==> config.mk <==
export PLATFORM = sky130hd
export DESIGN_NAME = result_reg
export DESIGN_NICKNAME = d
export VERILOG_FILES = /design/src/rtl/result_reg_pkg.sv /design/src/rtl/rr_valid_fsm.sv /design/src/rtl/rr_store.sv /design/src/rtl/rr_events.sv /design/src/rtl/result_reg.sv
export SDC_FILE = /design/constraint.sdc
export NUM_CORES = 1
export LEC_CHECK = 0
export BUFFER_PORTS_ARGS = -buffer_cell sky130_fd_sc_hd__buf_2
export CAP_MARGIN = 20
export CORE_UTILIZATION = 37
export CTS_BUF_LIST = sky130_fd_sc_hd__clkbuf_8 sky130_fd_sc_hd__clkbuf_16
export DETAILED_ROUTE_END_ITERATION = 8
export GPL_TIMING_DRIVEN = 0
export PLACE_DENSITY = 0.84
export SETUP_SLACK_MARGIN = 0.5
export SLEW_MARGIN = 20
export SYNTH_ARGS = -nofsm -noshare
export SYNTH_HDL_FRONTEND = slang
export SYNTH_SLANG_ARGS = --single-unit
==> constraint.sdc <==
create_clock -name clk -period 1.6 [get_ports clk]
set_clock_uncertainty 0.05 [all_clocks]
set_input_delay 0 -clock clk [delete_from_list [all_inputs] [get_ports clk]]
set_output_delay 0 -clock clk [all_outputs]
set_load 0.1 [all_outputs]
==> src/rtl/result_reg_pkg.sv <==
package result_reg_pkg;
    parameter int RES_W = 15;
    parameter int GRP_W = 3;
    parameter int CH_W  = 4;
    parameter int XM_W  = 2;
    parameter int BUS_W = 32;

    localparam int VALID_BIT   = BUS_W - 1;
    localparam int EVT_CLR_BIT = 16;
    localparam int LOST_CLR_BIT = 17;

    typedef enum logic {VS_EMPTY = 1'b0, VS_FULL = 1'b1} vstate_t;
endpackage

==> src/rtl/rr_valid_fsm.sv <==
module rr_valid_fsm (
    input  logic clk,
    input  logic rst_n,
    input  logic store,
    input  logic sw_clr,
    input  logic rd_clr,
    output logic valid
);
    import result_reg_pkg::*;

    vstate_t state, state_nx;

    always_ff @(posedge clk or negedge rst_n) begin
        if (!rst_n) state <= VS_EMPTY;
        else        state <= state_nx;
    end

    always_comb begin
        state_nx = state;
        unique case (state)
            VS_EMPTY: if (store && !sw_clr) state_nx = VS_FULL;
            VS_FULL:  if (sw_clr || (rd_clr && !store)) state_nx = VS_EMPTY;
            default:  state_nx = VS_EMPTY;
        endcase
    end

    assign valid = (state == VS_FULL);

    AST_SWCLR_WINS: assert property (@(posedge clk) disable iff (!rst_n)
        sw_clr |=> !valid);
    AST_STORE_SETS: assert property (@(posedge clk) disable iff (!rst_n)
        (store && !sw_clr) |=> valid);
    AST_READ_CLEARS: assert property (@(posedge clk) disable iff (!rst_n)
        (rd_clr && !store) |=> !valid);
endmodule

==> src/rtl/rr_store.sv <==
module rr_store
    import result_reg_pkg::*;
(
    input  logic             clk,
    input  logic             rst_n,
    input  logic             load,
    input  logic             keep_res,
    input  logic [RES_W-1:0] res_in,
    input  logic [GRP_W-1:0] grp_in,
    input  logic [CH_W-1:0]  ch_in,
    input  logic [XM_W-1:0]  xm_in,
    input  logic             src_in,
    input  logic             cmp_in,
    output logic [RES_W-1:0] res_q,
    output logic [GRP_W-1:0] grp_q,
    output logic [CH_W-1:0]  ch_q,
    output logic [XM_W-1:0]  xm_q,
    output logic             src_q,
    output logic             cmp_q
);
    always_ff @(posedge clk or negedge rst_n) begin
        if (!rst_n) begin
            res_q <= '0;
            grp_q <= '0;
            ch_q  <= '0;
            xm_q  <= '0;
            src_q <= 1'b0;
            cmp_q <= 1'b0;
        end else if (load) begin
            if (!keep_res) res_q <= res_in;
            grp_q <= grp_in;
            ch_q  <= ch_in;
            xm_q  <= xm_in;
            src_q <= src_in;
            cmp_q <= cmp_in;
        end
    end

    AST_CMP_KEEPS_RESULT: assert property (@(posedge clk) disable iff (!rst_n)
        (load && keep_res) |=> $stable(res_q));
    AST_IDLE_HOLDS: assert property (@(posedge clk) disable iff (!rst_n)
        !load |=> ($stable(res_q) && $stable(cmp_q)));
endmodule

==> src/rtl/rr_events.sv <==
module rr_events (
    input  logic clk,
    input  logic rst_n,
    input  logic store,
    input  logic dropped,
    input  logic evt_clr,
    input  logic lost_clr,
    input  logic red_clr,
    input  logic srq_en,
    output logic evt,
    output logic lost,
    output logic red,
    output logic srq
);
    always_ff @(posedge clk or negedge rst_n) begin
        if (!rst_n) begin
            evt  <= 1'b0;
            lost <= 1'b0;
            red  <= 1'b0;
            srq  <= 1'b0;
        end else begin
            if (store)         evt <= 1'b1;
            else if (evt_clr)  evt <= 1'b0;
            if (dropped)       lost <= 1'b1;
            else if (lost_clr) lost <= 1'b0;
            if (red_clr)       red <= 1'b0;
            else if (store)    red <= 1'b1;
            srq <= store && srq_en;
        end
    end

    AST_EVT_ON_STORE: assert property (@(posedge clk) disable iff (!rst_n)
        store |=> evt);
    AST_LOST_ON_DROP: assert property (@(posedge clk) disable iff (!rst_n)
        dropped |=> lost);
    AST_SRQ_ONLY_AFTER_STORE: assert property (@(posedge clk) disable iff (!rst_n)
        !(store && srq_en) |=> !srq);
endmodule

==> src/rtl/result_reg.sv <==
module result_reg
    import result_reg_pkg::*;
(
    input  logic             clk,
    input  logic             rst_n,
    input  logic             cfg_hold,
    input  logic             cfg_srq_en,
    input  logic             cv_strobe,
    input  logic             cv_cmp_mode,
    input  logic [RES_W-1:0] cv_data,
    input  logic [GRP_W-1:0] cv_group,
    input  logic [CH_W-1:0]  cv_chan,
    input  logic [XM_W-1:0]  cv_xmux,
    input  logic             cv_src,
    input  logic             cv_cmp,
    input  logic             bus_addr,
    input  logic             bus_rd,
    input  logic             bus_wr,
    input  logic [BUS_W-1:0] bus_wdata,
    output logic [BUS_W-1:0] bus_rdata,
    output logic             res_valid,
    output logic             srq
);
    logic store, dropped, sw_clr, rd_clr, evt_clr, lost_clr;
    logic [RES_W-1:0] res_q;
    logic [GRP_W-1:0] grp_q;
    logic [CH_W-1:0]  ch_q;
    logic [XM_W-1:0]  xm_q;
    logic src_q, cmp_q, evt, lost, red;
    logic wdata_unused;

    assign dropped  = cv_strobe && cfg_hold && res_valid;
    assign store    = cv_strobe && !dropped;
    assign sw_clr   = bus_wr && !bus_addr && bus_wdata[VALID_BIT];
    assign rd_clr   = bus_rd && !bus_addr;
    assign evt_clr  = bus_wr && bus_addr && bus_wdata[EVT_CLR_BIT];
    assign lost_clr = bus_wr && bus_addr && bus_wdata[LOST_CLR_BIT];
    assign wdata_unused = ^{bus_wdata[VALID_BIT-1:LOST_CLR_BIT+1], bus_wdata[EVT_CLR_BIT-1:0]};

    rr_valid_fsm u_fsm (
        .clk(clk), .rst_n(rst_n), .store(store), .sw_clr(sw_clr),
        .rd_clr(rd_clr), .valid(res_valid)
    );

    rr_store u_store (
        .clk(clk), .rst_n(rst_n), .load(store), .keep_res(cv_cmp_mode),
        .res_in(cv_data), .grp_in(cv_group), .ch_in(cv_chan), .xm_in(cv_xmux),
        .src_in(cv_src), .cmp_in(cv_cmp),
        .res_q(res_q), .grp_q(grp_q), .ch_q(ch_q), .xm_q(xm_q),
        .src_q(src_q), .cmp_q(cmp_q)
    );

    rr_events u_evt (
        .clk(clk), .rst_n(rst_n), .store(store), .dropped(dropped),
        .evt_clr(evt_clr), .lost_clr(lost_clr), .red_clr(sw_clr),
        .srq_en(cfg_srq_en), .evt(evt), .lost(lost), .red(red), .srq(srq)
    );

    always_comb begin
        if (bus_addr)
            bus_rdata = {{(BUS_W-3){1'b0}}, red, lost, evt};
        else
            bus_rdata = {res_valid, 1'b0, cmp_q, src_q, 1'b0, xm_q, 1'b0,
                         ch_q, 1'b0, grp_q, 1'b0, res_q};
    end

    AST_HOLD_DROPS: assert property (@(posedge clk) disable iff (!rst_n)
        (cv_strobe && cfg_hold && res_valid) |=> ($stable(res_q) && $stable(grp_q) && $stable(ch_q)));
    AST_OVERWRITE_LOADS: assert property (@(posedge clk) disable iff (!rst_n)
        (cv_strobe && !cfg_hold && !cv_cmp_mode) |=> (res_q == $past(cv_data)));
    AST_SRQ_AFTER_STORE: assert property (@(posedge clk) disable iff (!rst_n)
        (cv_strobe && !dropped && cfg_srq_en) |=> srq);
    AST_NO_RD_WR: assert property (@(posedge clk) disable iff (!rst_n)
        !(bus_rd && bus_wr));
endmodule

**Yosys cells after proc, flatten, opt, wreduce, memory -nomap -nowiden**

Index checks and enable logic that the tools add are counted.

- Add/sub/neg operators: 0
- Multiply operators: 0
- Divide/modulo/power cells: 0
- Order comparisons: 0
- Eq/ne operators: 0
- Shift operators: 0
- Muxes and demuxes: 10
- Bitwise gates (word level): 2
- Reductions and logical operators: 21

Operators by type and width:

| operator | number |
|---|---|
| 2-to-1 mux 32 bit | 1 |
| logical AND 1 bit | 12 |
| 2-to-1 mux 1 bit | 8 |
| nonzero test 2 bit | 3 |
| zero test 1 bit | 4 |
| inverter 1 bit | 2 |
| one-hot mux 1 bit (2 select lines) | 1 |
| AND reduction 2 bit | 1 |
| logical OR 1 bit | 1 |

- Register bits: 31
- Latch bits: 0
- RAM bits: 0
- Memory bits (read-only): 0
- Input port bits: 67
- Memories kept: 0

**Depth between registers and ports, before layout**

- Word-level depth: 9
- Mapped depth: 5

**Modules after synthesis**

Synthesis repeated with hierarchy kept, for this count alone.

- Cells, all modules: 113
- Area total of the unflattened synthesis: 1501.4 µm²

Modules (own cells, without submodules):

| module | times used | cells an instance | area an instance (µm²) |
|---|---|---|---|
| rr_store | 1 | 56 | 1022.2 |
| result_reg | 1 | 42 | 297.8 |
| rr_events | 1 | 11 | 137.6 |
| rr_valid_fsm | 1 | 4 | 43.8 |

**Worst setup path after synthesis**

No wires, ideal clock.

- Kind: flip-flop to output port
- Start: reg u_fsm.state (netlist: u_fsm.valid)
- End: out bus_rdata[31]
- Arrival time: 2.437 ns
- Data required time: 1.550 ns
- Path slack: -0.887 ns
- Cell stages (with the launch flop): 2
- Buffers on the path: 0
- Cells stage by stage: dfrtp_1 -> nor2b_1

- Word-level cells in the longest chain between the ends: 1

Ends and longest elaborated chain:

| what | RTL line | source |
|---|---|---|
| start: declaration | rr_valid_fsm.sv:11 | `vstate_t state, state_nx;` |
| start signal: assignment | rr_valid_fsm.sv:15 | `else state <= state_nx;` |
| 2-to-1 mux 32 bit | result_reg.sv:60 | `if (bus_addr)` |
| end: declaration | result_reg.sv:20 | `output logic [BUS_W-1:0] bus_rdata,` |

Every way passes these cells.

**Final worst setup path**

- Start: reg u_fsm.state (netlist: u_fsm.valid)
- End: reg u_store.res_q[7]

- Word-level cells in the longest chain between the ends: 4

Ends and longest elaborated chain:

| what | RTL line | source |
|---|---|---|
| logical AND 1 bit | result_reg.sv:32 | `assign dropped = cv_strobe && cfg_hold && res_valid;` |
| zero test 1 bit | result_reg.sv:33 | `assign store = cv_strobe && !dropped;` |
| logical AND 1 bit | result_reg.sv:33 |  |
| AND reduction 2 bit (no line) | n/a |  |
| end signal: assignment | rr_store.sv:30 | `if (!keep_res) res_q <= res_in;` |
| end: declaration | rr_store.sv:14 | `output logic [RES_W-1:0] res_q,` |

Every way passes these cells.
A chain may end at the register's enable or synchronous reset.

==> impl_metrics.toml <==
[outcome]
status = "complete, no violations"

[worst_setup_path]
r2r_start = "u_fsm.valid"
ff2ff_setup_slack_ns = 0.06
cp_max_fo = 10
worstPathArrival_ns = 1.65
r2r_cells = 5
required_ns = 1.71
r2r-end = "u_store.res_q[7]"
critPathLaunch = "u_fsm.valid"
crit_type = "reg2reg"
critPathCaptureType = "flip-flop"
start_kind = "flip-flop"

[route]
wirelength_um = 4540
via_per_inst = 4.61
drt_iter0_drc = 28
ant_nets = 0
via_count = 1291
post-route-drc-count = 0
first_pass_iters = 4
wl_per_cell_um = 16.2

[synth]
yosys.area.top_type_share_pct = 52.6
ys_top_cells_by_area = "dfrtp_1 (53%), mux2_2 (15%), mux2_4 (10%)"
synth_area_per_cell_um2 = 13.4
synth_flop_cell = "dfrtp_1"
ys_types = 20
synthTopCellsByCount = "dfrtp_1 (31), nor2b_1 (24), mux2_2 (19)"
synth_cells = 110
synthArstFlopShare_pct = 100
synth-warning-count = 0
syn_area_um2 = 1480
synth-seq-cells = 31
yosys.area.top_type = "dfrtp_1"
synth.most_common_cell = "dfrtp_1"
synth_edf_count = 0
seq_area_frac_synth_pct = 52.6

[sta]
setup_viol = 0
fmax_ghz = 0.651
worst_slew_pin_slew_ns = 0.713
fin_crit_ns = 1.54
fin_ws_ns = 0.0628
holdWs_ns = 0.0263
hold_viol = 0
slew_violations = 0
worst_slew_margin_rel_pct = 52.5
fin_crit_sh_pct = 96.1
rsz0062_at_grt = "yes"

[die]
die_h_um = 65.1
rows = 22
initial_core_util_pct = 39.4
dieWidth_um = 65.1
ios = 101
die_area_um2 = 4240
core_um2 = 3740

[place]
portBuffers = 66
placed_area_um2 = 1990
preCtsSetupSlack_ns = -0.116
hpwl_um = 2230
routabilityCongestion = 0.772

[hold_path]
min_path_type = "in2reg"
hold_start = "bus_wdata[17]"
whs_path_depth = 3
whs_endpoint = "u_evt.lost"

[pwr]
p_int_uw = 2150
p_per_area_nw_per_um2 = 1220
power_uw = 3560
power_frac_seq_pct = 28.5
p_leak_uw = 0.00142
ir_worst_vdd_mv = 0.714
comb_power_share_pct = 48.7
p_sw_share_pct = 39.6
power.switching_uw = 1410
pwr-share-clk_pct = 22.8

[finish]
nFillCells = 215
final_util_pct = 78.0
layout-drive-gt1-share_pct = 65.9
nets = 298
fin_area_um2 = 2920
area_growth_pct = 97.9
antenna_cells = 0

[grt]
grt_pass1_vias = 1385
antenna_found_initial = 0
track_usage_pct = 21.6
grt.overflow.total = 0
grt_pass1_wl_um = 6690
grt_max_degree = 32

[clock_network]
clockBufferDepth = 2
htreeDepth = 2
cts-root-buf = "clkbuf_8"
numCtsBuffers = 5
cts_tree = "yes"
clkLatencyLatePin_ns = 0.28
clk_pin_slew_ns = 0.06
cts_num_sinks = 31

[job]
drv_cap = 0
[cells by family after synthesis]
group / after synthesis / synth area share, %
other: 1 / 0.254
and+or+nand+nor: 34 / 13.9
buffers and inverters: 11 / 5.77
DFF: 31 / 52.6
muxes: 29 / 24.7
AOI/OAI and AO/OA: 4 / 2.80
[placed cells by master, fill, tap and decap left out]
| master | Yosys | layout |
|---|---|---|
| a21boi_4 | 1 | 1 |
| a21o_1 | 1 | 1 |
| a21oi_1 | 1 | 1 |
| a32o_1 | 1 | 1 |
| and2_1 | 1 | 1 |
| buf_12 | 1 | 16 |
| buf_2 | 1 | 38 |
| buf_4 | 5 | 14 |
| buf_6 | 1 | 17 |
| buf_8 | 0 | 1 |
| bufinv_16 | 0 | 1 |
| clkbuf_2 | 0 | 3 |
| clkbuf_8 | 0 | 6 |
| clkinv_2 | 0 | 1 |
| conb_1 | 1 | 5 |
| dfrtp_1 | 31 | 30 |
| dfrtp_4 | 0 | 1 |
| dlygate4sd3_1 | 0 | 32 |
| mux2_2 | 19 | 15 |
| mux2_4 | 10 | 14 |
| nand2_1 | 1 | 1 |
| nand2b_1 | 1 | 1 |
| nand3_1 | 2 | 2 |
| nor2_1 | 4 | 4 |
| nor2b_2 | 0 | 4 |
| nor2b_4 | 1 | 21 |
[flip-flops by register name, summed over array words and instances, names as in the netlist]
register / flops
u_store.res_q: 15
u_store.ch_q: 4
u_store.grp_q: 3
u_store.xm_q: 2
u_evt.evt: 1
u_evt.lost: 1
u_evt.red: 1
u_evt.srq: 1
u_fsm.valid: 1
u_store.cmp_q: 1
u_store.src_q: 1
[worst max-delay path by stage]
| stage | endpoint | depth (start not counted) | slack, ns |
|---|---|---|---|
| after floorplan | u_store.res_q[10] | 5 | -0.16 |
| after global placement | u_store.res_q[14] | 5 | -0.12 |
| after detailed placement | u_store.res_q[14] | 5 | -0.12 |
| after CTS | u_store.res_q[8] | 5 | 0.07 |
| after global routing | u_store.res_q[6] | 5 | 0.03 |
| final | u_store.res_q[7] | 5 | 0.06 |
[cell type report]
class | instances | area, um2 | area share [%]
plain buffers | 11 | 95.1 | 3.26
well taps | 48 | 60.1 | 2.06
clock buffers | 6 | 82.6 | 2.83
multi-input cells | 72 | 805 | 27.6
flip-flops and latches | 31 | 779 | 26.7
clock inverters | 2 | 35.0 | 1.20
repair buffers | 110 | 1060 | 36.4
[worst max-delay path: stages (launching register included)]
cell and delay [ns]:
dfrtp_4 0.49, a21boi_4 0.16, nor2b_4 0.16, buf_6 0.12
buf_12 0.14, mux2_4 0.30
[power groups by stage]
stage	Clock (uW)	Combinational, uW	Sequential (uW)
3_3_place_gp	0	1280	1010
5_1_grt	860	1790	1030
4_1_cts	810	1610	1000
2_1_floorplan	0	1080	1030
6_report	811	1740	1020
3_5_place_dp	0	1290	1020
[timing repair]
item                       4_1_cts  5_1_grt
setup endpoints to repair       58       47
hold buffers                    32        0
pin swaps                        1        2
resized for setup               81       32
hold endpoints to repair        60        0
cloned                           0        0
buffers inserted                10        2
[layer usage]
metal / global-route usage [%] / share of wire (%) / wire length, um / up-vias
met5: 0 / 0 / 0 / -
met4: 6.79 / 2.3 / 104 / 0
met3: 6.60 / 5.4 / 243 / 11
met2: 39.7 / 57 / 2570 / 50
met1: 23.5 / 36 / 1620 / 636
li1: - / - / - / 594
[per-stage QoR]
stage / cells / setup TNS [ns]
after detailed placement: 228 / -1.13
after floorplan: 114 / -3.00
after CTS: 278 / 0
after global routing: 280 / 0
final: 280 / 0
after global placement: 228 / -1.14
Note: power is estimated with default switching activity, not from simulation.
